### config.mk
export PLATFORM = sky130hd
export DESIGN_NAME = ledbus_wr_if
export DESIGN_NICKNAME = d
export VERILOG_FILES = /design/src/rtl/ledbus_pkg.sv /design/src/rtl/ledbus_ctrl.sv /design/src/rtl/ledbus_dp.sv /design/src/rtl/ledbus_wr_if.sv
export SDC_FILE = /design/constraint.sdc
export NUM_CORES = 1
export LEC_CHECK = 0
export BUFFER_PORTS_ARGS = -buffer_cell sky130_fd_sc_hd__buf_2
export CAP_MARGIN = 20
export CORE_ASPECT_RATIO = 1.1
export CORE_MARGIN = 8
export CORE_UTILIZATION = 40
export DETAILED_ROUTE_END_ITERATION = 10
export PLACE_DENSITY = 0.79
export SETUP_SLACK_MARGIN = 0.05
export SLEW_MARGIN = 0
export SYNTH_ARGS = -nofsm -noshare
export SYNTH_HDL_FRONTEND = slang
export SYNTH_SLANG_ARGS = --single-unit
### constraint.sdc
create_clock -name clk -period 1.2 [get_ports clk]
set_clock_uncertainty 0.1 [all_clocks]
set_input_delay 0.06 -clock clk [delete_from_list [all_inputs] [get_ports clk]]
set_output_delay 0.06 -clock clk [all_outputs]
set_load 0.02 [all_outputs]
### src/rtl/ledbus_pkg.sv
package ledbus_pkg;
  // Strobes passed from the control unit to the datapath
  typedef struct packed {
    logic capture;  // load the holding registers this cycle
    logic wrStb;    // registered first-level write strobe
  } busStb_t;
endpackage

### src/rtl/ledbus_ctrl.sv
module ledbus_ctrl
  import ledbus_pkg::*;
#(
  parameter int          ADDR_W      = 26,
  parameter logic [25:0] BASE_ADDR   = 26'h2000000,
  parameter int          REGION_LOG2 = 25
) (
  input  logic              clk,
  input  logic              rstN,
  input  logic [ADDR_W-1:0] busAddr,
  input  logic              busWr,
  input  logic              csN,
  input  logic              weN,
  output busStb_t           stb
);
  localparam int TAG_W = ADDR_W - REGION_LOG2;
  localparam logic [TAG_W-1:0] BASE_TAG = BASE_ADDR[ADDR_W-1:REGION_LOG2];

  logic csPrev;
  logic armed;
  logic wrStbQ;
  logic regionHit;
  logic csFall;

  assign regionHit = (busAddr[ADDR_W-1:REGION_LOG2] == BASE_TAG);
  assign csFall    = !csN && csPrev;

  always_ff @(posedge clk) begin
    if (!rstN) begin
      csPrev <= 1'b1;
      armed  <= 1'b0;
      wrStbQ <= 1'b0;
    end else begin
      csPrev <= csN;
      if (csN) begin
        armed <= 1'b0;
      end else if (csFall && regionHit && busWr) begin
        armed <= 1'b1;
      end
      wrStbQ <= !csN && armed && !weN;
    end
  end

  assign stb.capture = csFall && regionHit && busWr;
  assign stb.wrStb   = wrStbQ;
endmodule

### src/rtl/ledbus_dp.sv
module ledbus_dp
  import ledbus_pkg::*;
#(
  parameter int ADDR_W    = 26,
  parameter int DATA_W    = 16,
  parameter int LATCH_LSB = 1,
  parameter int LATCH_W   = 4,
  parameter int TILE_W    = 4,
  parameter int TIER_W    = 3,
  parameter int ROW_W     = 4
) (
  input  logic                      clk,
  input  logic                      rstN,
  input  busStb_t                   stb,
  input  logic [ADDR_W-1:0]         busAddr,
  input  logic [DATA_W-1:0]         busData,
  input  logic [TIER_W-1:0]         tierCfg,
  input  logic [ROW_W-1:0]          rowCfg,
  input  logic                      xferCfg,
  output logic [LATCH_W-1:0]        latchIdx,
  output logic [(1<<TILE_W)-1:0]    tileSel,
  output logic [(1<<TIER_W)-1:0]    tierWrEn,
  output logic [DATA_W/2-1:0]       loByte,
  output logic [DATA_W/2-1:0]       hiByte,
  output logic                      colWrStb,
  output logic [ROW_W-1:0]          rowIdx,
  output logic                      xferStb
);
  localparam int TILES    = 1 << TILE_W;
  localparam int TIERS    = 1 << TIER_W;
  localparam int BYTE_W   = DATA_W / 2;
  localparam int TILE_LSB = LATCH_LSB + LATCH_W;

  logic [LATCH_W-1:0] heldLatch;
  logic [TILE_W-1:0]  heldTile;
  logic [TIER_W-1:0]  heldTier;
  logic [DATA_W-1:0]  heldData;
  logic [ROW_W-1:0]   rowQ;
  logic               xferQ;

  always_ff @(posedge clk) begin
    if (!rstN) begin
      heldLatch <= '0;
      heldTile  <= '0;
      heldTier  <= '0;
      heldData  <= '0;
      rowQ      <= '0;
      xferQ     <= 1'b0;
    end else begin
      if (stb.capture) begin
        heldLatch <= busAddr[LATCH_LSB +: LATCH_W];
        heldTile  <= busAddr[TILE_LSB +: TILE_W];
        heldTier  <= tierCfg;
        heldData  <= busData;
      end
      rowQ  <= rowCfg;
      xferQ <= xferCfg;
    end
  end

  for (genvar t = 0; t < TILES; t++) begin : g_tile
    assign tileSel[t] = (heldTile == TILE_W'(t));
  end

  for (genvar v = 0; v < TIERS; v++) begin : g_tier
    assign tierWrEn[v] = stb.wrStb && (heldTier == TIER_W'(v));
  end

  assign latchIdx = heldLatch;
  assign loByte   = heldData[BYTE_W-1:0];
  assign hiByte   = heldData[DATA_W-1:BYTE_W];
  assign colWrStb = stb.wrStb;
  assign rowIdx   = rowQ;
  assign xferStb  = xferQ;
endmodule

### src/rtl/ledbus_wr_if.sv
module ledbus_wr_if
  import ledbus_pkg::*;
#(
  parameter int          ADDR_W      = 26,
  parameter int          DATA_W      = 16,
  parameter logic [25:0] BASE_ADDR   = 26'h2000000,
  parameter int          REGION_LOG2 = 25,
  parameter int          LATCH_LSB   = 1,
  parameter int          LATCH_W     = 4,
  parameter int          TILE_W      = 4,
  parameter int          TIER_W      = 3,
  parameter int          ROW_W       = 4
) (
  input  logic                      clk,
  input  logic                      rstN,
  input  logic [ADDR_W-1:0]         busAddr,
  input  logic [DATA_W-1:0]         busData,
  input  logic                      busWr,
  input  logic                      csN,
  input  logic                      weN,
  input  logic [TIER_W-1:0]         tierCfg,
  input  logic [ROW_W-1:0]          rowCfg,
  input  logic                      xferCfg,
  output logic [LATCH_W-1:0]        latchIdx,
  output logic [(1<<TILE_W)-1:0]    tileSel,
  output logic [(1<<TIER_W)-1:0]    tierWrEn,
  output logic [DATA_W/2-1:0]       loByte,
  output logic [DATA_W/2-1:0]       hiByte,
  output logic                      colWrStb,
  output logic [ROW_W-1:0]          rowIdx,
  output logic                      xferStb
);
  busStb_t stb;

  ledbus_ctrl #(
    .ADDR_W(ADDR_W), .BASE_ADDR(BASE_ADDR), .REGION_LOG2(REGION_LOG2)
  ) ctrl_i (
    .clk(clk), .rstN(rstN), .busAddr(busAddr), .busWr(busWr),
    .csN(csN), .weN(weN), .stb(stb)
  );

  ledbus_dp #(
    .ADDR_W(ADDR_W), .DATA_W(DATA_W), .LATCH_LSB(LATCH_LSB),
    .LATCH_W(LATCH_W), .TILE_W(TILE_W), .TIER_W(TIER_W), .ROW_W(ROW_W)
  ) dp_i (
    .clk(clk), .rstN(rstN), .stb(stb), .busAddr(busAddr), .busData(busData),
    .tierCfg(tierCfg), .rowCfg(rowCfg), .xferCfg(xferCfg),
    .latchIdx(latchIdx), .tileSel(tileSel), .tierWrEn(tierWrEn),
    .loByte(loByte), .hiByte(hiByte), .colWrStb(colWrStb),
    .rowIdx(rowIdx), .xferStb(xferStb)
  );
endmodule

# == After elaboration in Yosys (flattened, before gate mapping) ==
# Cells that the tools add are included.
# totals
ramBits,0
n_memories,0
romBits,0
word_cells,50
latchBits,0
ff_bits,35
# op_classes
add_sub_neg,0
bitwise_logic,1
n_eq_ne,22
reduce_logical,18
shift,0
magnitude_cmp,0
multipliers,0
n_div,0
n_mux,0
# op_table
operator,count
"== test 4 bit, second input constant",8
"== test 4 x 3 -> 1 bit, second input constant",4
logical AND 1 bit,13
"== test 3 bit, second input constant",4
"== test 4 x 2 -> 1 bit, second input constant",2
"== test 3 x 2 -> 1 bit, second input constant",2
"== test 4 x 1 -> 1 bit, second input constant",1
zero test 4 bit,1
"== test 3 x 1 -> 1 bit, second input constant",1
zero test 3 bit,1
zero test 1 bit,2
OR reduction 2 bit,1
NOT 1 bit,1

# == Logic depth before layout (Yosys ltp) ==
# logic_depth
ltp_word,4
mapped_depth,4
mapped_depth_nobuf,2

# == Hierarchy ==
# Synthesis repeated with hierarchy kept, for this count alone.
# unflattened
cells_unflattened,143
area_unflattened_um2,1455.1
# modules_own_cells
mod,area_each_um2,cells_each,n_inst,seq_area_each_um2
ledbus_dp,1342.5,133,1,640.6
ledbus_ctrl,112.6,10,1,60.1

# == Least setup slack after synthesis ==
# Ideal clock, no wire load.
# synth_timing
path_kind,reg-to-output
startpoint,register dp_i.heldTile[0]
endpoint,output tileSel[0]
path_stages_with_launch,2
arrival_ns,1.080
slack_ns,-0.040
path_cell_list,dfxtp_1 -> nor4_1
# synth_between
elab_chain_len,1
# synth_rtl
element,line,text
start: declaration,ledbus_dp.sv:35,logic [TILE_W-1:0] heldTile;
start signal: assignment,ledbus_dp.sv:52,heldTile <= busAddr[TILE_LSB +: TILE_W];
zero test 4 bit,ledbus_dp.sv:62,assign tileSel[t] = (heldTile == TILE_W'(t));
end: declaration,ledbus_wr_if.sv:25,"output logic [(1<<TILE_W)-1:0] tileSel,"
# No other way between the ends.

# == Worst setup path in the final report ==
# layout_timing
startpoint,register dp_i.heldTile[2]
endpoint,output tileSel[11]
# layout_between
elab_chain_len,1
# layout_rtl
element,line
== test 4 bit,ledbus_dp.sv:62
# No other way between the ends.

==> results.yml <==
status:
  status: "finished with violations"
  violations: "negative setup slack"
worst_hold_path:
  min_to: "dp_i.latchIdx[0]"
  whs_path_depth: 3
  hp-class: "in -> reg"
  min-delay-start: "rstN"
die:
  die_area_um2: 5920
  die_y_um: 79.9
  fp.dieW_um: 74.1
  core.rowCount: 23
  core_um2: 3600
  start_util_pct: 41.3
  num_io_pins: 105
placed_design:
  io_buffers: 87
  dp_slack_ps: 28.7
  placed_cells: 304
  gp_congestion: 0.789
  place_area_um2: 2000
  hpwl_um: 2910
synth:
  yosysTopAreaCell: "dfxtp_1"
  ys_seq_area_share_pct: 47.2
  syn_nets: 226
  synth_commonest_cells: "nand2_1, dfxtp_1, mux2i_1, nor2_1"
  synth_most_common_cell: "nand2_1"
  synthesis.area_um2: 1490
  syn_inst: 171
  ys_async_sr_fraction_pct: 0
  synthFlopType: "dfxtp_1"
  synth_area_leaders: "dfxtp_1, mux2i_1, nand2_1"
  syn_avg_cell_area_um2: 8.69
  yosys_warnings: 0
  synth.top_cell.area_share_pct: 47.2
  synth.distinct_cells: 15
  synth_seq_cells: 35
  synth_edf_count: 0
routing:
  routedWlPerCell_um: 16.3
  routed_wl_um: 5690
  via_per_inst: 4.80
  wl_met3_um: 480
  drc_errors: 0
  ant_nets: 0
  first_pass_iters: 5
  vias: 1675
  wl_met2_um: 2970
  dr.max_layer_used: "met4"
  drt-initial-drc-count: 88
  wl_met1_um: 2170
timing:
  rsz0062_at_grt: "true"
  drv_slew: 0
  setup_tns_ps: -1770
  holdWs_ps: 65.6
  setup_viol: 24
  slew-limit-headroom_pct: 81.5
  period_minus_slack_ps: 1340
  finalCritPeriodShare_pct: 112
  final_hold_viol_count: 0
  setup_slack_ps: -145
  clock.fmax_ghz: 0.744
  worstMarginPinSlew_ps: 277
layout:
  fin_nets: 354
  nFillCells: 226
  final_area_um2: 2860
  seq_area_um2: 732
  layout-drive-gt1-share_pct: 49.2
  fin_util_pct: 79.4
  fin_cells: 349
  multi_input_area_um2: 933
  diodes: 0
  area_growth_pct: 92.2
job:
  drv_cap: 0
critical_path:
  cp_top_family: "flip-flops"
  critPathRequiredTime_ps: 1040
  r2r_cells: 3
  slowest_delay_ps: 400
  endpoint_kind: "output pin"
  rr_startpoint: "ctrl_i.csPrev"
  crit_fanout: 8
  critical_path_class: "reg -> out"
  critPathBufInv: 1
  r2r_slack_ps: -40
  critical-path-slowest-cell: "dfxtp_4"
  path_cells: "nand2b_4 -> nor2_1 -> buf_4"
  r2r-end: "dp_i.heldTier[1]"
  cp.arrival_ps: 1180
  timing.critical_path.from_type: "register"
global_route:
  antenna_found_initial: 0
  first_global_vias: 1636
  grt_util_all_layers_pct: 16.4
  grt_max_degree: 30
  grt_pass1_wl_um: 7660
  grt_overflow: 0
cts:
  path_clk_slew_ps: 70
  htreeDepth: 2
  insertion_delay_ps: 280
  cts_sinks: 35
  cts_made_buffers: 5
  clockRootBuffer: "clkbuf_8"
  clock_path_buffers: 2
  cts_tree: "built"
power_and_ir_drop:
  combPwrFrac_pct: 17.5
  peakVddDrop_mv: 0.736
  intPower_mw: 1.88
  total_power_mw: 2.51
  p_sw_share_pct: 25.2
  pwr-share-seq_pct: 48.9
  p_clk_share_pct: 33.6
  power.density_nw_per_um2: 880
  leakage_nw: 1.29
  switchingPower_mw: 0.633
-- layout by cell type (no fill, tap or decap) --
cell           instances
nor3_4                 1
a21bo_1                1
nand2b_4               7
dfxtp_1               26
buf_2                 63
nand2_4                2
dfxtp_4                8
and4b_4                1
nand3b_1               1
nor4_4                 1
and2_1                 5
nand2_1               54
buf_4                 17
dfxtp_2                1
buf_16                 1
clkbuf_16              1
nor2_4                 9
clkbuf_8               6
mux2i_2                1
buf_12                 4
nand2_2                1
clkinv_2               1
buf_6                 11
nand2_8                1
nor2_2                 3
mux2i_1               26
nor2_1                 4
dlygate4sd3_1         34
nor3_2                 7
nand2b_1               1
-- how the worst max path moves through the flow --
| stage | startpoint | to | cells past startpoint |
|---|---|---|---|
| after floorplan | dp_i.heldTile[0] | tileSel[2] | 2 |
| after global placement | ctrl_i.csPrev | ctrl_i.armed | 3 |
| after detailed placement | ctrl_i.csPrev | dp_i.heldData[2] | 3 |
| after CTS | dp_i.heldTile[1] | tileSel[1] | 3 |
| after global routing | dp_i.heldTile[1] | tileSel[1] | 3 |
| final | dp_i.heldTile[2] | tileSel[11] | 3 |
-- cell families after synthesis --
| logic type | share of synthesized area [%] |
|---|---|
| DFF | 47.2 |
| buffers and inverters | 5.48 |
| muxes | 18.2 |
| and+or+nand+nor | 28.5 |
| AOI/OAI and AO/OA | 0.674 |
-- worst min-delay path: stages --
cell and delay, ps:
buf_2 190, nand2_1 100, mux2i_1 50
-- sequential cells by signal, summed over array words and instances (netlist names) --
name and flops:
ctrl_i.armed 1, ctrl_i.csPrev 1, ctrl_i.wrStbQ 1, dp_i.heldData 16
dp_i.heldTier 3, dp_i.heldTile 4, dp_i.latchIdx 4, dp_i.rowIdx 4
dp_i.xferStb 1
-- metal layers --
| metal | global-route usage (%) | vias up |
|---|---|---|
| li1 | - | 806 |
| met1 | 16.9 | 794 |
| met2 | 29.3 | 69 |
| met3 | 5.53 | 6 |
| met4 | 6.80 | 0 |
| met5 | 0 | - |
-- power groups by stage --
stage | logic (mW) | clock network [mW] | registers (mW)
after floorplan | 0.135 | 0 | 1.29
after global placement | 0.288 | 0 | 1.25
after detailed placement | 0.295 | 0 | 1.25
after CTS | 0.402 | 0.876 | 1.22
after global routing | 0.473 | 0.917 | 1.23
final | 0.440 | 0.846 | 1.23
-- repair_timing --
item	in CTS	in global routing
gates resized for setup	62	37
setup endpoints to repair	28	52
pin swaps	9	5
gates cloned	1	1
endpoints found under the hold margin	34	0
buffers inserted	0	2
hold buffers	34	0
-- area by class of cell --
type / instances / share of cell area (%)
Timing Repair Buffer: 131 / 36.4
Multi-Input combinational cell: 126 / 32.7
Sequential cell: 35 / 25.6
Clock buffer: 6 / 2.89
Tap cell: 50 / 2.19
Clock inverter: 1 / 0.175
Power figures use the tool's default switching activity.
